===== src/rtl/wdt_pkg.sv =====
package wdt_pkg;
  localparam int DATA_W = 16;

  localparam logic [1:0] A_CTRL = 2'd0;
  localparam logic [1:0] A_CMD  = 2'd1;
  localparam logic [1:0] A_TOV  = 2'd2;
  localparam logic [1:0] A_WIN  = 2'd3;

  localparam logic [DATA_W-1:0] K_REF1 = 16'h02A6;
  localparam logic [DATA_W-1:0] K_REF2 = 16'h80B4;
  localparam logic [DATA_W-1:0] K_UNL1 = 16'hC520;
  localparam logic [DATA_W-1:0] K_UNL2 = 16'hD928;

  localparam int FLAG_BIT = 12;

  // packed from MSB (bit 11) down to bit 0
  typedef struct packed {
    logic       run_dbg;
    logic       run_wait;
    logic       run_stop;
    logic [1:0] tmode;
    logic [1:0] csel;
    logic       div256;
    logic       win_en;
    logic       upd_ok;
    logic       irq_en;
    logic       en;
  } wdt_cfg_t;

  typedef enum logic [1:0] {SQ_IDLE, SQ_REF, SQ_UNL} wdt_seq_e;
endpackage


===== src/rtl/wdt_regs.sv =====
module wdt_regs
  import wdt_pkg::*;
#(
  parameter int UNLOCK_CYC = 128
) (
  input  logic              clk,
  input  logic              rst_n,
  input  logic              wr_en,
  input  logic [1:0]        wr_addr,
  input  logic [DATA_W-1:0] wr_data,
  output wdt_cfg_t          cfg,
  output logic [DATA_W-1:0] tov,
  output logic [DATA_W-1:0] win,
  output logic              unlocked,
  output logic              cfg_done,
  output logic              refresh_req,
  output logic              cmd_bad
);
  localparam int UW = (UNLOCK_CYC > 1) ? $clog2(UNLOCK_CYC) : 1;
  localparam logic [UW-1:0] ULK_LAST = UW'(UNLOCK_CYC - 1);

  wdt_seq_e          seq_q, seq_d;
  wdt_cfg_t          cfg_d;
  logic [DATA_W-1:0] tov_d, win_d;
  logic              unl_d, done_d, unlock_hit, cmd_wr;
  logic [UW-1:0]     ulk_q, ulk_d;

  assign cmd_wr = wr_en && (wr_addr == A_CMD);

  always_comb begin
    seq_d       = seq_q;
    refresh_req = 1'b0;
    unlock_hit  = 1'b0;
    cmd_bad     = 1'b0;
    if (cmd_wr) begin
      case (seq_q)
        SQ_IDLE: begin
          if (wr_data == K_REF1)      seq_d = SQ_REF;
          else if (wr_data == K_UNL1) seq_d = SQ_UNL;
          else                        cmd_bad = 1'b1;
        end
        SQ_REF: begin
          seq_d = SQ_IDLE;
          if (wr_data == K_REF2) refresh_req = 1'b1;
          else                   cmd_bad = 1'b1;
        end
        SQ_UNL: begin
          seq_d = SQ_IDLE;
          if (wr_data == K_UNL2) unlock_hit = 1'b1;
          else                   cmd_bad = 1'b1;
        end
        default: seq_d = SQ_IDLE;
      endcase
    end
  end

  always_comb begin
    cfg_d  = cfg;
    tov_d  = tov;
    win_d  = win;
    unl_d  = unlocked;
    done_d = cfg_done;
    ulk_d  = unlocked ? ulk_q + 1'b1 : '0;
    if (unlocked && ulk_q == ULK_LAST) begin
      unl_d  = 1'b0;
      done_d = 1'b1;
    end
    if (wr_en && unlocked) begin
      case (wr_addr)
        A_CTRL: begin
          cfg_d  = wdt_cfg_t'(wr_data[11:0]);
          unl_d  = 1'b0;
          done_d = 1'b1;
        end
        A_TOV:   tov_d = wr_data;
        A_WIN:   win_d = wr_data;
        default: ;
      endcase
    end
    if (unlock_hit && cfg.upd_ok && !unlocked) begin
      unl_d  = 1'b1;
      done_d = 1'b0;
      ulk_d  = '0;
    end
  end

  always_ff @(posedge clk or negedge rst_n) begin
    if (!rst_n) begin
      seq_q    <= SQ_IDLE;
      cfg      <= '0;
      tov      <= '1;
      win      <= '0;
      unlocked <= 1'b1;
      cfg_done <= 1'b0;
      ulk_q    <= '0;
    end else begin
      seq_q    <= seq_d;
      cfg      <= cfg_d;
      tov      <= tov_d;
      win      <= win_d;
      unlocked <= unl_d;
      cfg_done <= done_d;
      ulk_q    <= ulk_d;
    end
  end


  locked_tov_chk: assert property (@(posedge clk) disable iff (!rst_n)
    (wr_en && wr_addr == A_TOV && !unlocked) |=> $stable(tov));

  status_excl_chk: assert property (@(posedge clk) disable iff (!rst_n)
    !(unlocked && cfg_done));

  unlock_gate_chk: assert property (@(posedge clk) disable iff (!rst_n)
    (!unlocked && !cfg.upd_ok) |=> !unlocked);
endmodule


===== src/rtl/wdt_count.sv =====
module wdt_count
  import wdt_pkg::*;
#(
  parameter int PRE_W = 8
) (
  input  logic              clk,
  input  logic              rst_n,
  input  logic [3:0]        tick_src,
  input  logic              en,
  input  logic              div256,
  input  logic [1:0]        csel,
  input  logic [1:0]        tmode,
  input  logic              run_stop,
  input  logic              run_wait,
  input  logic              run_dbg,
  input  logic              mode_stop,
  input  logic              mode_wait,
  input  logic              mode_dbg,
  input  logic [DATA_W-1:0] tov,
  input  logic              clr,
  input  logic              hold,
  output logic [DATA_W-1:0] cnt,
  output logic              expire
);
  localparam int HB = DATA_W / 2;

  logic [PRE_W-1:0]  pre_q, pre_d;
  logic [DATA_W-1:0] cnt_d;
  logic              halted, step, inc, match;

  assign halted = (mode_stop && !run_stop) || (mode_wait && !run_wait) ||
                  (mode_dbg && !run_dbg);
  assign step   = en && tick_src[csel] && !halted && !hold;
  assign inc    = step && (!div256 || (&pre_q));

  always_comb begin
    pre_d = pre_q;
    cnt_d = cnt;
    if (!en || clr) begin
      pre_d = '0;
      cnt_d = '0;
    end else begin
      if (step) pre_d = pre_q + 1'b1;
      if (inc)  cnt_d = cnt + 1'b1;
    end
  end

  always_comb begin
    case (tmode)
      2'b10:   match = (cnt[HB-1:0] == tov[HB-1:0]);
      2'b11:   match = (cnt[DATA_W-1:HB] == tov[DATA_W-1:HB]);
      default: match = (cnt == tov);
    endcase
  end

  assign expire = en && match && !hold;

  always_ff @(posedge clk or negedge rst_n) begin
    if (!rst_n) begin
      pre_q <= '0;
      cnt   <= '0;
    end else begin
      pre_q <= pre_d;
      cnt   <= cnt_d;
    end
  end


  cnt_step_chk: assert property (@(posedge clk) disable iff (!rst_n)
    (en && !clr) |=> (cnt == $past(cnt) || cnt == $past(cnt) + 16'd1));

  prescale_chk: assert property (@(posedge clk) disable iff (!rst_n)
    (en && div256 && !clr && pre_q != '1) |=> $stable(cnt));
endmodule


===== src/rtl/wdt_fault.sv =====
module wdt_fault #(
  parameter int RST_DLY = 128
) (
  input  logic clk,
  input  logic rst_n,
  input  logic fault_in,
  input  logic irq_en,
  input  logic flag_clr,
  output logic flag,
  output logic pending,
  output logic wdog_rst
);
  localparam int DW = (RST_DLY > 1) ? $clog2(RST_DLY) : 1;
  localparam logic [DW-1:0] DLY_LAST = DW'(RST_DLY - 1);

  logic          flag_d, pend_d, rst_d, idle;
  logic [DW-1:0] dly_q, dly_d;

  assign idle = !pending && !wdog_rst;

  always_comb begin
    flag_d = flag;
    pend_d = pending;
    rst_d  = wdog_rst;
    dly_d  = dly_q;
    if (flag_clr) flag_d = 1'b0;
    if (fault_in && idle) begin
      if (irq_en) begin
        flag_d = 1'b1;
        pend_d = 1'b1;
        dly_d  = '0;
      end else begin
        rst_d = 1'b1;
      end
    end
    if (pending && !wdog_rst) begin
      if (dly_q == DLY_LAST) rst_d = 1'b1;
      else                   dly_d = dly_q + 1'b1;
    end
  end

  always_ff @(posedge clk or negedge rst_n) begin
    if (!rst_n) begin
      flag     <= 1'b0;
      pending  <= 1'b0;
      wdog_rst <= 1'b0;
      dly_q    <= '0;
    end else begin
      flag     <= flag_d;
      pending  <= pend_d;
      wdog_rst <= rst_d;
      dly_q    <= dly_d;
    end
  end


  rst_sticky_chk: assert property (@(posedge clk) disable iff (!rst_n)
    wdog_rst |=> wdog_rst);

  direct_rst_chk: assert property (@(posedge clk) disable iff (!rst_n)
    (fault_in && !irq_en && idle) |=> wdog_rst);

  early_warn_chk: assert property (@(posedge clk) disable iff (!rst_n)
    (fault_in && irq_en && idle) |=> (flag && !wdog_rst));
endmodule


===== src/rtl/watchdog_win.sv =====
module watchdog_win
  import wdt_pkg::*;
#(
  parameter int UNLOCK_CYC = 128,
  parameter int RST_DLY    = 128,
  parameter int PRE_W      = 8
) (
  input  logic        clk,
  input  logic        rst_n,
  input  logic        wr_en,
  input  logic [1:0]  wr_addr,
  input  logic [15:0] wr_data,
  input  logic [1:0]  rd_addr,
  output logic [15:0] rd_data,
  input  logic [3:0]  tick_src,
  input  logic        mode_stop,
  input  logic        mode_wait,
  input  logic        mode_dbg,
  output logic        irq,
  output logic        wdog_rst
);
  logic [1:0]        rsync_q;
  logic              srst_n;
  wdt_cfg_t          cfg;
  logic [DATA_W-1:0] tov, win, cnt;
  logic              unlocked, cfg_done, refresh_req, cmd_bad;
  logic              expire, flag, pending, early, win_viol, fault, clr, flag_clr;

  always_ff @(posedge clk or negedge rst_n) begin
    if (!rst_n) rsync_q <= 2'b00;
    else        rsync_q <= {rsync_q[0], 1'b1};
  end
  assign srst_n = rsync_q[1];

  wdt_regs #(.UNLOCK_CYC(UNLOCK_CYC)) u_regs (
    .clk(clk), .rst_n(srst_n), .wr_en(wr_en), .wr_addr(wr_addr),
    .wr_data(wr_data), .cfg(cfg), .tov(tov), .win(win),
    .unlocked(unlocked), .cfg_done(cfg_done),
    .refresh_req(refresh_req), .cmd_bad(cmd_bad)
  );

  assign early    = cfg.win_en && (cnt < win);
  assign win_viol = cfg.en && refresh_req && early;
  assign fault    = expire || (cfg.en && cmd_bad) || win_viol;
  assign clr      = refresh_req && !win_viol;
  assign flag_clr = wr_en && (wr_addr == A_CTRL) && wr_data[FLAG_BIT];

  wdt_count #(.PRE_W(PRE_W)) u_count (
    .clk(clk), .rst_n(srst_n), .tick_src(tick_src), .en(cfg.en),
    .div256(cfg.div256), .csel(cfg.csel), .tmode(cfg.tmode),
    .run_stop(cfg.run_stop), .run_wait(cfg.run_wait), .run_dbg(cfg.run_dbg),
    .mode_stop(mode_stop), .mode_wait(mode_wait), .mode_dbg(mode_dbg),
    .tov(tov), .clr(clr), .hold(pending || wdog_rst),
    .cnt(cnt), .expire(expire)
  );

  wdt_fault #(.RST_DLY(RST_DLY)) u_fault (
    .clk(clk), .rst_n(srst_n), .fault_in(fault), .irq_en(cfg.irq_en),
    .flag_clr(flag_clr), .flag(flag), .pending(pending), .wdog_rst(wdog_rst)
  );

  assign irq = flag && cfg.irq_en;

  always_comb begin
    case (rd_addr)
      A_CTRL:  rd_data = {1'b0, cfg_done, unlocked, flag, cfg};
      A_CMD:   rd_data = cnt;
      A_TOV:   rd_data = tov;
      default: rd_data = win;
    endcase
  end


  early_refresh_chk: assert property (@(posedge clk) disable iff (!srst_n)
    (refresh_req && cfg.en && cfg.win_en && cnt < win && !cfg.irq_en &&
     !pending && !wdog_rst) |=> wdog_rst);
endmodule


===== config.mk =====
export PLATFORM = sky130hd
export DESIGN_NAME = watchdog_win
export DESIGN_NICKNAME = d
export VERILOG_FILES = /design/src/rtl/wdt_pkg.sv /design/src/rtl/wdt_regs.sv /design/src/rtl/wdt_count.sv /design/src/rtl/wdt_fault.sv /design/src/rtl/watchdog_win.sv
export SDC_FILE = /design/constraint.sdc
export NUM_CORES = 1
export LEC_CHECK = 0
export BUFFER_PORTS_ARGS = -buffer_cell sky130_fd_sc_hd__clkbuf_2
export CORE_UTILIZATION = 50
export DETAILED_ROUTE_END_ITERATION = 6
export GPL_TIMING_DRIVEN = 0
export PLACE_DENSITY_LB_ADDON = 0.2
export SLEW_MARGIN = 20
export SYNTH_ARGS = -nofsm -noshare
export SYNTH_HDL_FRONTEND = slang
export SYNTH_SLANG_ARGS = --single-unit

===== constraint.sdc =====
create_clock -name clk -period 2.7 [get_ports clk]
set_input_delay 0.27 -clock clk [delete_from_list [all_inputs] [get_ports clk]]
set_output_delay 0.27 -clock clk [all_outputs]
set_load 0.02 [all_outputs]

==> flow_summary.json, run 1 <==
{
  "clkLatencyLatePin_ns": 0.37,
  "gp_congestion": 0.8296,
  "final_core_util": 0.5919,
  "area_delta_synth_final_pct": 13.35,
  "syn-num-nets": 516,
  "async_flop_share": 1.000,
  "clock_skew_ns": 0.01098,
  "port-buffer-count": 45,
  "ys_types": 61,
  "cts_buffers": 9,
  "dpl.hpwl_mm": 8.974,
  "power_density_nw_per_um2": 633.0,
  "cts_tree": "yes",
  "clk_path_buf_depth": 2,
  "grt_overflow": 0,
  "final_nets": 575,
  "dieWidth_microns": 103.7,
  "multi_input_area_sq_um": 2740,
  "ir_drop_mv": 0.3612,
  "hold_viol_final": 0,
  "status": "finished, final reports clean",
  "synth_edf_count": 0,
  "fin_crit_sh": 0.9611,
  "yosysWarningCount": 0,
  "antennaDiodeCount": 0,
  "worstPathMaxFanout": 10,
  "stdcell_count": 664,
  "die_area_sq_um": 10760,
  "design_area_sq_um": 5866,
  "cp_data_required_time_ns": 2.96,
  "core_sq_um": 9910,
  "ant_nets": 0,
  "grt_max_degree": 58,
  "nFillCells": 863,
  "grt_pass1_vias": 3852,
  "r2r_end": "u_count.cnt[3]$_DFFE_PN0P_",
  "drt_pass1_iterations": 4,
  "p_leak_nw": 2.503,
  "rsz0062_at_grt": "yes",
  "dp_slack_ns": -0.3301,
  "syn_avg_cell_area_sq_um": 11.08,
  "vias_per_cell": 5.803,
  "worstHoldPathType": "in2async",
  "netlist_area_sq_um": 5175,
  "rr_startpoint": "u_count.cnt[15]$_DFFE_PN0P_",
  "clockRootBuffer": "clkbuf_8",
  "die_h_microns": 103.7,
  "antenna_found_initial": 0,
  "htree_levels": 3,
  "relSlewSlack": 0.4962,
  "syn_inst": 467,
  "register_area_sq_um": 2303,
  "grtUsageTotal": 0.2420,
  "synth_seq_area_share": 0.4441,
  "r2r_cells": 8,
  "pin_count": 48,
  "totalWireLength_mm": 12.21,
  "final.setup.tns_ns": 0,
  "post-route-drc-count": 0,
  "postPlaceCellArea_sq_um": 5598,
  "tightest_slew_ns": 0.7557,
  "reg2reg_slack_ns": 0.11,
  "ys.flop_type": "dfrtp_1",
  "place_inst": 646,
  "grt_pass1_wl_mm": 20.05,
  "final_common_cell": "dfrtp_1",
  "fin_crit_ns": 2.595,
  "wire_per_inst_microns": 18.39,
  "start_kind": "flip-flop",
  "setup_slack_ns": 0.1050,
  "criticalPathCategory": "reg2reg",
  "timing.fmax_ghz": 0.3854,
  "slew_violations": 0,
  "detail_route.iter0.violations": 232,
  "drive_above_1_share": 0.2976,
  "drv_cap": 0,
  "layout_common_cells": "72 x dfrtp_1, 45 x clkbuf_2, 44 x nor2_1",
  "synth-seq-cells": 91,
  "cp-end-kind": "flip-flop",
  "rows": 36,
  "clkTransAtPathRegs_ns": 0.10,
  "vias": 3853,
  "setup_violations": 0,
  "initial_core_util": 0.5222,
  "numClockSinks": 91,
  "arrival_ns": 2.85
}
state kept, by name (all words and copies together), names as in the netlist:
name,flops
rsync_q,2
u_count.cnt,16
u_count.pre_q,8
u_fault.dly_q,7
u_fault.flag,1
u_fault.pending,1
u_fault.wdog_rst,1
u_regs.cfg,12
u_regs.cfg_done,1
u_regs.seq_q,2
u_regs.tov,16
u_regs.ulk_q,7
u_regs.unlocked,1
u_regs.win,16
worst max-delay path by stage:
stage | start | end | slack, ns | depth (start not counted)
floorplan | rsync_q[1]$_DFF_PN0_ | u_count.cnt[0]$_DFFE_PN0P_ | 0.007 | 0
finish | u_count.cnt[15]$_DFFE_PN0P_ | u_count.cnt[3]$_DFFE_PN0P_ | 0.11 | 8
CTS | u_count.cnt[15]$_DFFE_PN0P_ | u_count.cnt[3]$_DFFE_PN0P_ | 0.0003 | 8
global route | u_count.cnt[15]$_DFFE_PN0P_ | u_count.cnt[3]$_DFFE_PN0P_ | -0.006 | 8
detailed placement | u_count.cnt[11]$_DFFE_PN0P_ | u_count.cnt[2]$_DFFE_PN0P_ | -0.33 | 8
global placement | rsync_q[1]$_DFF_PN0_ | u_count.pre_q[5]$_DFFE_PN0P_ | -1.05 | 0
Yosys cell counts, drive strengths merged, types with 3 or more instances:
library cell,n,share of area
xnor2,32,0.054
a21oi,9,0.0087
and3,5,0.0060
and2,6,0.0073
nor2b,3,0.0036
nand2,30,0.022
nand3,13,0.013
a2111oi,3,0.0087
dfrtp,74,0.36
xor2,10,0.017
mux4,16,0.070
and4,8,0.014
nor3,7,0.0077
or2,4,0.0048
nor4,9,0.015
o31ai,3,0.0044
inv,26,0.019
clkbuf,11,0.0080
or3,3,0.0036
dfstp,17,0.086
a21o,3,0.0044
o21ai,13,0.013
buf,3,0.0024
nand4,16,0.022
ha,19,0.046
or3b,4,0.0068
nor2,44,0.032
nand2b,3,0.0036
mux2,43,0.094
logic make-up (layout without fill, tap and decap cells):
logic type               Yosys count  in the layout  synth area share
multiplexers                      60             60            0.1651
XOR/XNOR                          42             42           0.07108
other                              1              1         0.0007246
adder cells (fa/ha/maj)           19             19           0.04594
buffers and inverters             40            104           0.02925
flip-flops                        91             91            0.4442
AND/OR/NAND/NOR                  163            163            0.1729
AO/OA/AOI/OAI                     51             51           0.07084
what timing repair did:
action,CTS,global route
pin swaps,1,1
gates resized for setup,5,6
hold endpoints to repair,2,0
endpoints found under the setup margin,20,23
setup buffers,1,0
hold buffers,1,0
critical path, stage by stage (launching register included):
cell,delay (ns)
dfrtp_1,0.47
ha_1,0.35
and4_1,0.22
nand2_1,0.08
or4_1,0.56
and3_1,0.22
o21ai_4,0.28
buf_4,0.23
nor2_1,0.07
where the power goes:
group / switching [mW] / leakage [nW] / total, mW / internal (mW)
Combinational: 0.467 / 1.27 / 0.897 / 0.429
Clock: 0.518 / 0.110 / 1.05 / 0.528
Sequential: 0.181 / 1.13 / 1.77 / 1.59
area by class of cell:
cell class                 count  area share
buffer                        14     0.01109
inverter                      26     0.01664
sequential                    91      0.3927
multi-input combinational    336      0.4672
clock inverter                 7     0.01685
timing repair buffer          48     0.04608
clock buffer                   9     0.02112
tap                          133     0.02837
routing by layer:
metal | part of all wire | track usage
met5 | 0 | 0
met4 | 0.012 | 0.07347
met3 | 0.051 | 0.03776
met2 | 0.47 | 0.3821
met1 | 0.47 | 0.3452
metrics by stage:
step / power, mW / hold WS (ns)
CTS: 3.729 / 0.1994
finish: 3.713 / 0.2100
global placement: 2.633 / 0.05639
global route: 3.906 / 0.1996
floorplan: 2.385 / -0.02559
detailed placement: 2.670 / 0.05979
No activity file was read; power rests on OpenSTA's default activity.
==> run 2, diff against run 1 <==
--- a/config.mk
+++ b/config.mk
@@ -8,7 +8,6 @@
 export BUFFER_PORTS_ARGS = -buffer_cell sky130_fd_sc_hd__clkbuf_2
 export CORE_UTILIZATION = 50
 export DETAILED_ROUTE_END_ITERATION = 6
-export GPL_TIMING_DRIVEN = 0
 export PLACE_DENSITY_LB_ADDON = 0.2
 export SLEW_MARGIN = 20
 export SYNTH_ARGS = -nofsm -noshare
==> run 2 against run 1 <==
  * Utilization rose by 0.14 points
  * Non-clock buffer count rose by 4
  * Global-route usage rose by 0.70 points
  * Largest power group unchanged
  * Clock-buffer cell count rose by 5
  * Highest routed layer unchanged
  * Sequential power barely moved
  * Power fell by 4.1%
  * Final cell count rose by 0.60%
  * Sequential cell count did not move
  * Critical path type unchanged
==> flow_summary.json, run 2 (same netlist as run 1, synthesis figures left out) <==
{
  "rr_startpoint": "u_count.cnt[15]$_DFFE_PN0P_",
  "fin_crit_ns": 2.499,
  "cts_tree": "yes",
  "grt_pass1_vias": 3879,
  "final_nets": 579,
  "rsz0062_at_grt": "no",
  "r2r_cells": 7,
  "htree_levels": 3,
  "start_kind": "flip-flop",
  "detail_route.iter0.violations": 233,
  "grt_pass1_wl_mm": 20.61,
  "pin_count": 48,
  "tightest_slew_ns": 0.7537,
  "vias": 3888,
  "worstHoldPathType": "in2async",
  "initial_core_util": 0.5222,
  "core_sq_um": 9910,
  "hold_viol_final": 0,
  "clk_path_buf_depth": 2,
  "die_h_microns": 103.7,
  "cts_buffers": 9,
  "area_delta_synth_final_pct": 13.61,
  "ant_nets": 0,
  "criticalPathCategory": "reg2reg",
  "grtUsageTotal": 0.2490,
  "critPathTopFamily": "simple AND/OR/NAND/NOR gates",
  "grt_max_degree": 52,
  "fin_crit_sh": 0.9256,
  "cpPeakStageDelay_ns": 0.55,
  "final.setup.tns_ns": 0,
  "ir_drop_mv": 0.3284,
  "drv_cap": 0,
  "top_regs": "u_count.cnt x16, u_regs.tov x16, u_regs.win x16",
  "wire_per_inst_microns": 18.96,
  "grt_overflow": 0,
  "design_area_sq_um": 5879,
  "arrival_ns": 2.75,
  "drive_above_1_share": 0.3140,
  "antennaDiodeCount": 0,
  "dieWidth_microns": 103.7,
  "clock_skew_ns": 0.01112,
  "r2r_end": "u_fault.flag$_DFF_PN0_",
  "crit_cells": 7,
  "clkLatencyLatePin_ns": 0.37,
  "p_leak_nw": 2.550,
  "worstPathMaxFanout": 10,
  "clockRootBuffer": "clkbuf_8",
  "dpl.hpwl_mm": 9.237,
  "ctsResizeCount": 0,
  "drt_pass1_iterations": 6,
  "vias_per_cell": 5.820,
  "setup_violations": 0,
  "rows": 36,
  "timing.fmax_ghz": 0.4001,
  "clkTransAtPathRegs_ns": 0.09,
  "endpoint": "u_fault.flag$_DFF_PN0_",
  "final_common_cell": "dfrtp_1",
  "whs_ns": 0.2063,
  "post-route-drc-count": 0,
  "die_area_sq_um": 10760,
  "setup_slack_ns": 0.2009,
  "antenna_found_initial": 0,
  "cp-end-kind": "flip-flop",
  "power_density_nw_per_um2": 605.6,
  "crit_path_cell_trace": "ha_1, and4_1, nand2_1, or4_1, nand4_1, o21ai_1, o31a_1",
  "critPathLaunch": "u_count.cnt[15]$_DFFE_PN0P_",
  "port-buffer-count": 47,
  "postPlaceCellArea_sq_um": 5687,
  "gp_congestion": 0.8804,
  "reg2reg_slack_ns": 0.20,
  "numClockSinks": 91,
  "cp_data_required_time_ns": 2.95,
  "cp_slowest_cell": "or4_1",
  "cts_setup_buffers": 0,
  "layout_common_cells": "73 x dfrtp_1, 47 x clkbuf_2, 44 x nor2_1",
  "slew_violations": 0,
  "dp_slack_ns": 0.2521,
  "critPathBufInv": 0,
  "status": "finished, final reports clean",
  "relSlewSlack": 0.4941,
  "totalWireLength_mm": 12.66
}
==> run 2: metal layers <==
metal / GRT usage / wire [microns]
met5: 0 / 0
met4: 0.06020 / 115
met3: 0.04405 / 612
met2: 0.3993 / 6074
met1: 0.3526 / 5860
==> run 2: worst min-delay path by stage <==
stage,end,slack (ns),start,cells after the start
after floorplan,rsync_q[0]$_DFF_PN0_,-0.03,rst_n,0
after global placement,rsync_q[0]$_DFF_PN0_,0.06,rst_n,1
after detailed placement,rsync_q[0]$_DFF_PN0_,0.06,rst_n,1
after CTS,u_regs.tov[0]$_DFFE_PN1P_,0.20,wr_data[0],2
after global routing,u_regs.tov[3]$_DFFE_PN1P_,0.21,wr_data[3],2
final,rsync_q[1]$_DFF_PN0_,0.21,rst_n,2
==> run 2: cell type report <==
class | count | area, sq um
inverter | 26 | 97.59
tap | 133 | 166.4
clock buffer | 14 | 172.7
clock inverter | 2 | 10.01
sequential | 91 | 2302
timing repair buffer | 66 | 405.4
multi-input combinational | 336 | 2725
fill | 855 | 4030
==> run 2: per-stage QoR <==
stage          power (mW)  utilization  std cells
2_1_floorplan       2.385            -        467
3_3_place_gp        2.670       0.5739        651
3_5_place_dp        2.697       0.5739        651
4_1_cts             3.570       0.5933        668
5_1_grt             3.747       0.5933        668
6_report            3.560       0.5933        668
==> run 2: repair_timing <==
item	4_1_cts	5_1_grt
hold endpoints to repair	2	0
setup endpoints to repair	0	0
hold buffers	1	0
==> run 2: where the power goes <==
| group | internal [mW] | switching, mW | total, mW | leakage, nW |
|---|---|---|---|---|
| sequential | 1.59 | 0.197 | 1.79 | 1.13 |
| clock | 0.409 | 0.475 | 0.884 | 0.0965 |
| combinational | 0.429 | 0.461 | 0.890 | 1.33 |
| total | 2.43 | 1.13 | 3.56 | 2.55 |
==> run 3, diff against run 2 <==
--- a/config.mk
+++ b/config.mk
@@ -12,4 +12,5 @@
 export SLEW_MARGIN = 20
 export SYNTH_ARGS = -nofsm -noshare
 export SYNTH_HDL_FRONTEND = slang
+export SYNTH_HIERARCHICAL = 1
 export SYNTH_SLANG_ARGS = --single-unit
==> run 3 against run 2 <==
  * Area after synthesis increased by 3.0%
  * Register-to-register slack hardly changed
  * Combinational power shrank 86%
  * Non-clock buffer count is 10 higher
  * Synthesized cell count decreased by 1.9%
  * First-iteration DRC count decreased by 12%
  * Critical path type is now in2reg
==> flow_summary.json, run 3 <==
{
  "status": "finished, final reports clean",
  "totalWireLength_mm": 12.46,
  "clock_skew_ns": 0.01262,
  "grt_pass1_vias": 3958,
  "wl_met2_mm": 5.984,
  "p_leak_nw": 2.886,
  "wire_per_inst_microns": 18.57,
  "rows": 37,
  "ctsResizeCount": 0,
  "clk_path_buf_depth": 2,
  "pin_count": 48,
  "top_regs": "u_count/cnt x16, u_regs/tov x16, u_regs/win x16",
  "dp_slack_ns": -0.2807,
  "final_common_cell": "dfrtp_1",
  "whs_path_depth": 2,
  "synth-seq-cells": 91,
  "worstHoldStart": "wr_data[6]",
  "setup_violations": 0,
  "postPlaceCellArea_sq_um": 5864,
  "synth_top_family_by_area": "simple AND/OR/NAND/NOR gates",
  "r2r_cells": 9,
  "die_area_sq_um": 11070,
  "synth_mux_area_frac": 0.1691,
  "core_sq_um": 10320,
  "multi_input_area_sq_um": 2835,
  "design_area_sq_um": 6112,
  "worstHoldEndpoint": "u_regs/cfg[6]$_DFFE_PN0P_",
  "antenna_found_initial": 0,
  "arrival_ns": 2.76,
  "synth_seq_area_share": 0.4313,
  "grt_overflow": 0,
  "fin_crit_ns": 2.523,
  "r2r_end": "u_fault/dly_q[0]$_DFF_PN0_",
  "syn_inst": 458,
  "wl_met3_microns": 859,
  "clkLatencyLatePin_ns": 0.38,
  "rsz0062_at_grt": "no",
  "slew_violations": 0,
  "synth_top_cell_area_share": 0.3475,
  "clockRootBuffer": "clkbuf_8",
  "dpl.hpwl_mm": 9.112,
  "grtUsageTotal": 0.2444,
  "die_h_microns": 105.2,
  "fin_crit_sh": 0.9344,
  "tightest_slew_ns": 0.6594,
  "top_layer": "met4",
  "cts_buffers": 9,
  "ir_drop_mv": 0.2731,
  "timing.fmax_ghz": 0.3964,
  "criticalPathCategory": "in2reg",
  "synthXorXnorAreaFrac": 0.04766,
  "vias": 3971,
  "synth_edf_count": 0,
  "yosys-top-cells-area": "dfrtp_1 35%, mux2_2 8.9%, dfstp_2 8.4%",
  "htree_levels": 3,
  "clkTransAtPathRegs_ns": 0.09,
  "worstHoldPathType": "in2reg",
  "synth-compound-area-share": 0.08828,
  "ant_nets": 0,
  "drv_cap": 0,
  "start_kind": "primary input",
  "yosysWarningCount": 6,
  "nFillCells": 853,
  "cts_tree": "yes",
  "yosysMostFrequentCell": "dfrtp_1",
  "area_delta_synth_final_pct": 14.70,
  "yosys-top-cells-count": "74 x dfrtp_1, 42 x mux2_2, 25 x nand2_1, 25 x xor2_1, 22 x inv_1",
  "worstPathMaxFanout": 5,
  "power_density_nw_per_um2": 421.0,
  "ys.flop_type": "dfrtp_1",
  "grt_pass1_wl_mm": 20.37,
  "p_total_mw": 2.573,
  "cts_setup_buffers": 0,
  "ys_types": 78,
  "post-route-drc-count": 0,
  "layout_common_cells": "73 x dfrtp_1, 47 x clkbuf_2, 42 x mux2_2",
  "m1WireLength_mm": 5.398,
  "port-buffer-count": 47,
  "syn_avg_cell_area_sq_um": 11.64,
  "gp_congestion": 0.9189,
  "cp-end-kind": "flip-flop",
  "synthAdderAreaFrac": 0.04461,
  "initial_core_util": 0.5162,
  "final_nets": 579,
  "reg2reg_slack_ns": 0.21,
  "syn-num-nets": 507,
  "detail_route.iter0.violations": 206,
  "drive_above_1_share": 0.3570,
  "setup_slack_ns": 0.1772,
  "relSlewSlack": 0.5604,
  "rr_startpoint": "u_regs/seq_q[0]$_DFFE_PN0P_",
  "synth_top_area_cell": "dfrtp_1",
  "drt_pass1_iterations": 4,
  "cp_data_required_time_ns": 2.93,
  "async_flop_share": 1.000,
  "numClockSinks": 91,
  "antennaDiodeCount": 0,
  "hold_viol_final": 0,
  "dieWidth_microns": 105.2,
  "netlist_area_sq_um": 5329,
  "vias_per_cell": 5.918,
  "grt_max_degree": 90,
  "register_area_sq_um": 2302,
  "synth-simple-area-share": 0.1817
}
-- run 3: cell types whose count changed after synthesis, sizes merged, moves of 5 or more --
cell	delta
clkbuf	-6
nand4	-6
a21oi	+12
nand3	+9
xor2	+15
or3	+7
nor2	-28
buf	+7
o21ai	+7
nor4	-5
xnor2	-28
-- run 3: repair_timing --
item	4_1_cts	5_1_grt
hold buffers	1	0
setup endpoints to repair	0	1
endpoints found under the hold margin	2	0
-- run 3: cell families after synthesis --
family / count (synthesis)
AOI/OAI and AO/OA: 69
xor gates and xnor gates: 29
buffers and inverters: 38
muxes: 64
adders and majority gates: 19
DFF: 91
and+or+nand+nor: 147
other: 1
-- run 3: power by group --
group	internal (mW)	switching [mW]	leakage, nW
sequential	1.37	0.00159	1.17
clock	0.599	0.478	0.120
combinational	0.0502	0.0775	1.59
total	2.02	0.558	2.89
-- run 3: how the worst max path moves through the flow --
| stage | start | end | cells past startpoint |
|---|---|---|---|
| after global placement | wr_data[6] | u_fault/dly_q[2]$_DFF_PN0_ | 12 |
| after CTS | wr_data[0] | u_fault/dly_q[0]$_DFF_PN0_ | 12 |
| after global routing | wr_data[6] | u_fault/dly_q[0]$_DFF_PN0_ | 12 |
| after detailed placement | wr_data[0] | u_fault/dly_q[0]$_DFF_PN0_ | 12 |
| after floorplan | rsync_q[1]$_DFF_PN0_ | u_count/cnt[0]$_DFFE_PN0P_ | 0 |
| final | wr_data[0] | u_fault/dly_q[0]$_DFF_PN0_ | 12 |
-- run 3: through the flow --
stage	utilization	hold slack [ns]	std cells	setup TNS, ns
6_report	0.5920	0.1825	671	0
3_5_place_dp	0.5681	0.05884	654	-3.588
5_1_grt	0.5920	0.1605	671	0
3_3_place_gp	0.5681	0.05467	654	-1.023
4_1_cts	0.5920	0.1623	671	0
2_1_floorplan	-	-0.02559	458	0
-- run 3: critical path, stage by stage --
cell and delay, ns:
clkbuf_2 0.10, nor4b_2 0.31, buf_4 0.17, and4_1 0.19, and3_1 0.17, and4b_1 0.19, o211ai_1 0.12, a2111o_1 0.41
o211ai_1 0.29, a21oi_2 0.12, a211oi_4 0.27, mux2i_1 0.14
-- run 3: cell type report --
| cell class | instances | share of cell area |
|---|---|---|
| clock buffer | 13 | 0.02764 |
| clock inverter | 3 | 0.01126 |
| inverter | 23 | 0.01412 |
| multi-input combinational | 329 | 0.4639 |
| sequential | 91 | 0.3767 |
| tap | 136 | 0.02784 |
| timing repair buffer | 76 | 0.07861 |
-- run 3: layer usage --
| metal | vias to the layer above | GRT usage |
|---|---|---|
| met5 | - | 0 |
| met4 | 0 | 0.08551 |
| met3 | 23 | 0.05133 |
| met2 | 114 | 0.3990 |
| met1 | 1989 | 0.3237 |
| li1 | 1845 | - |
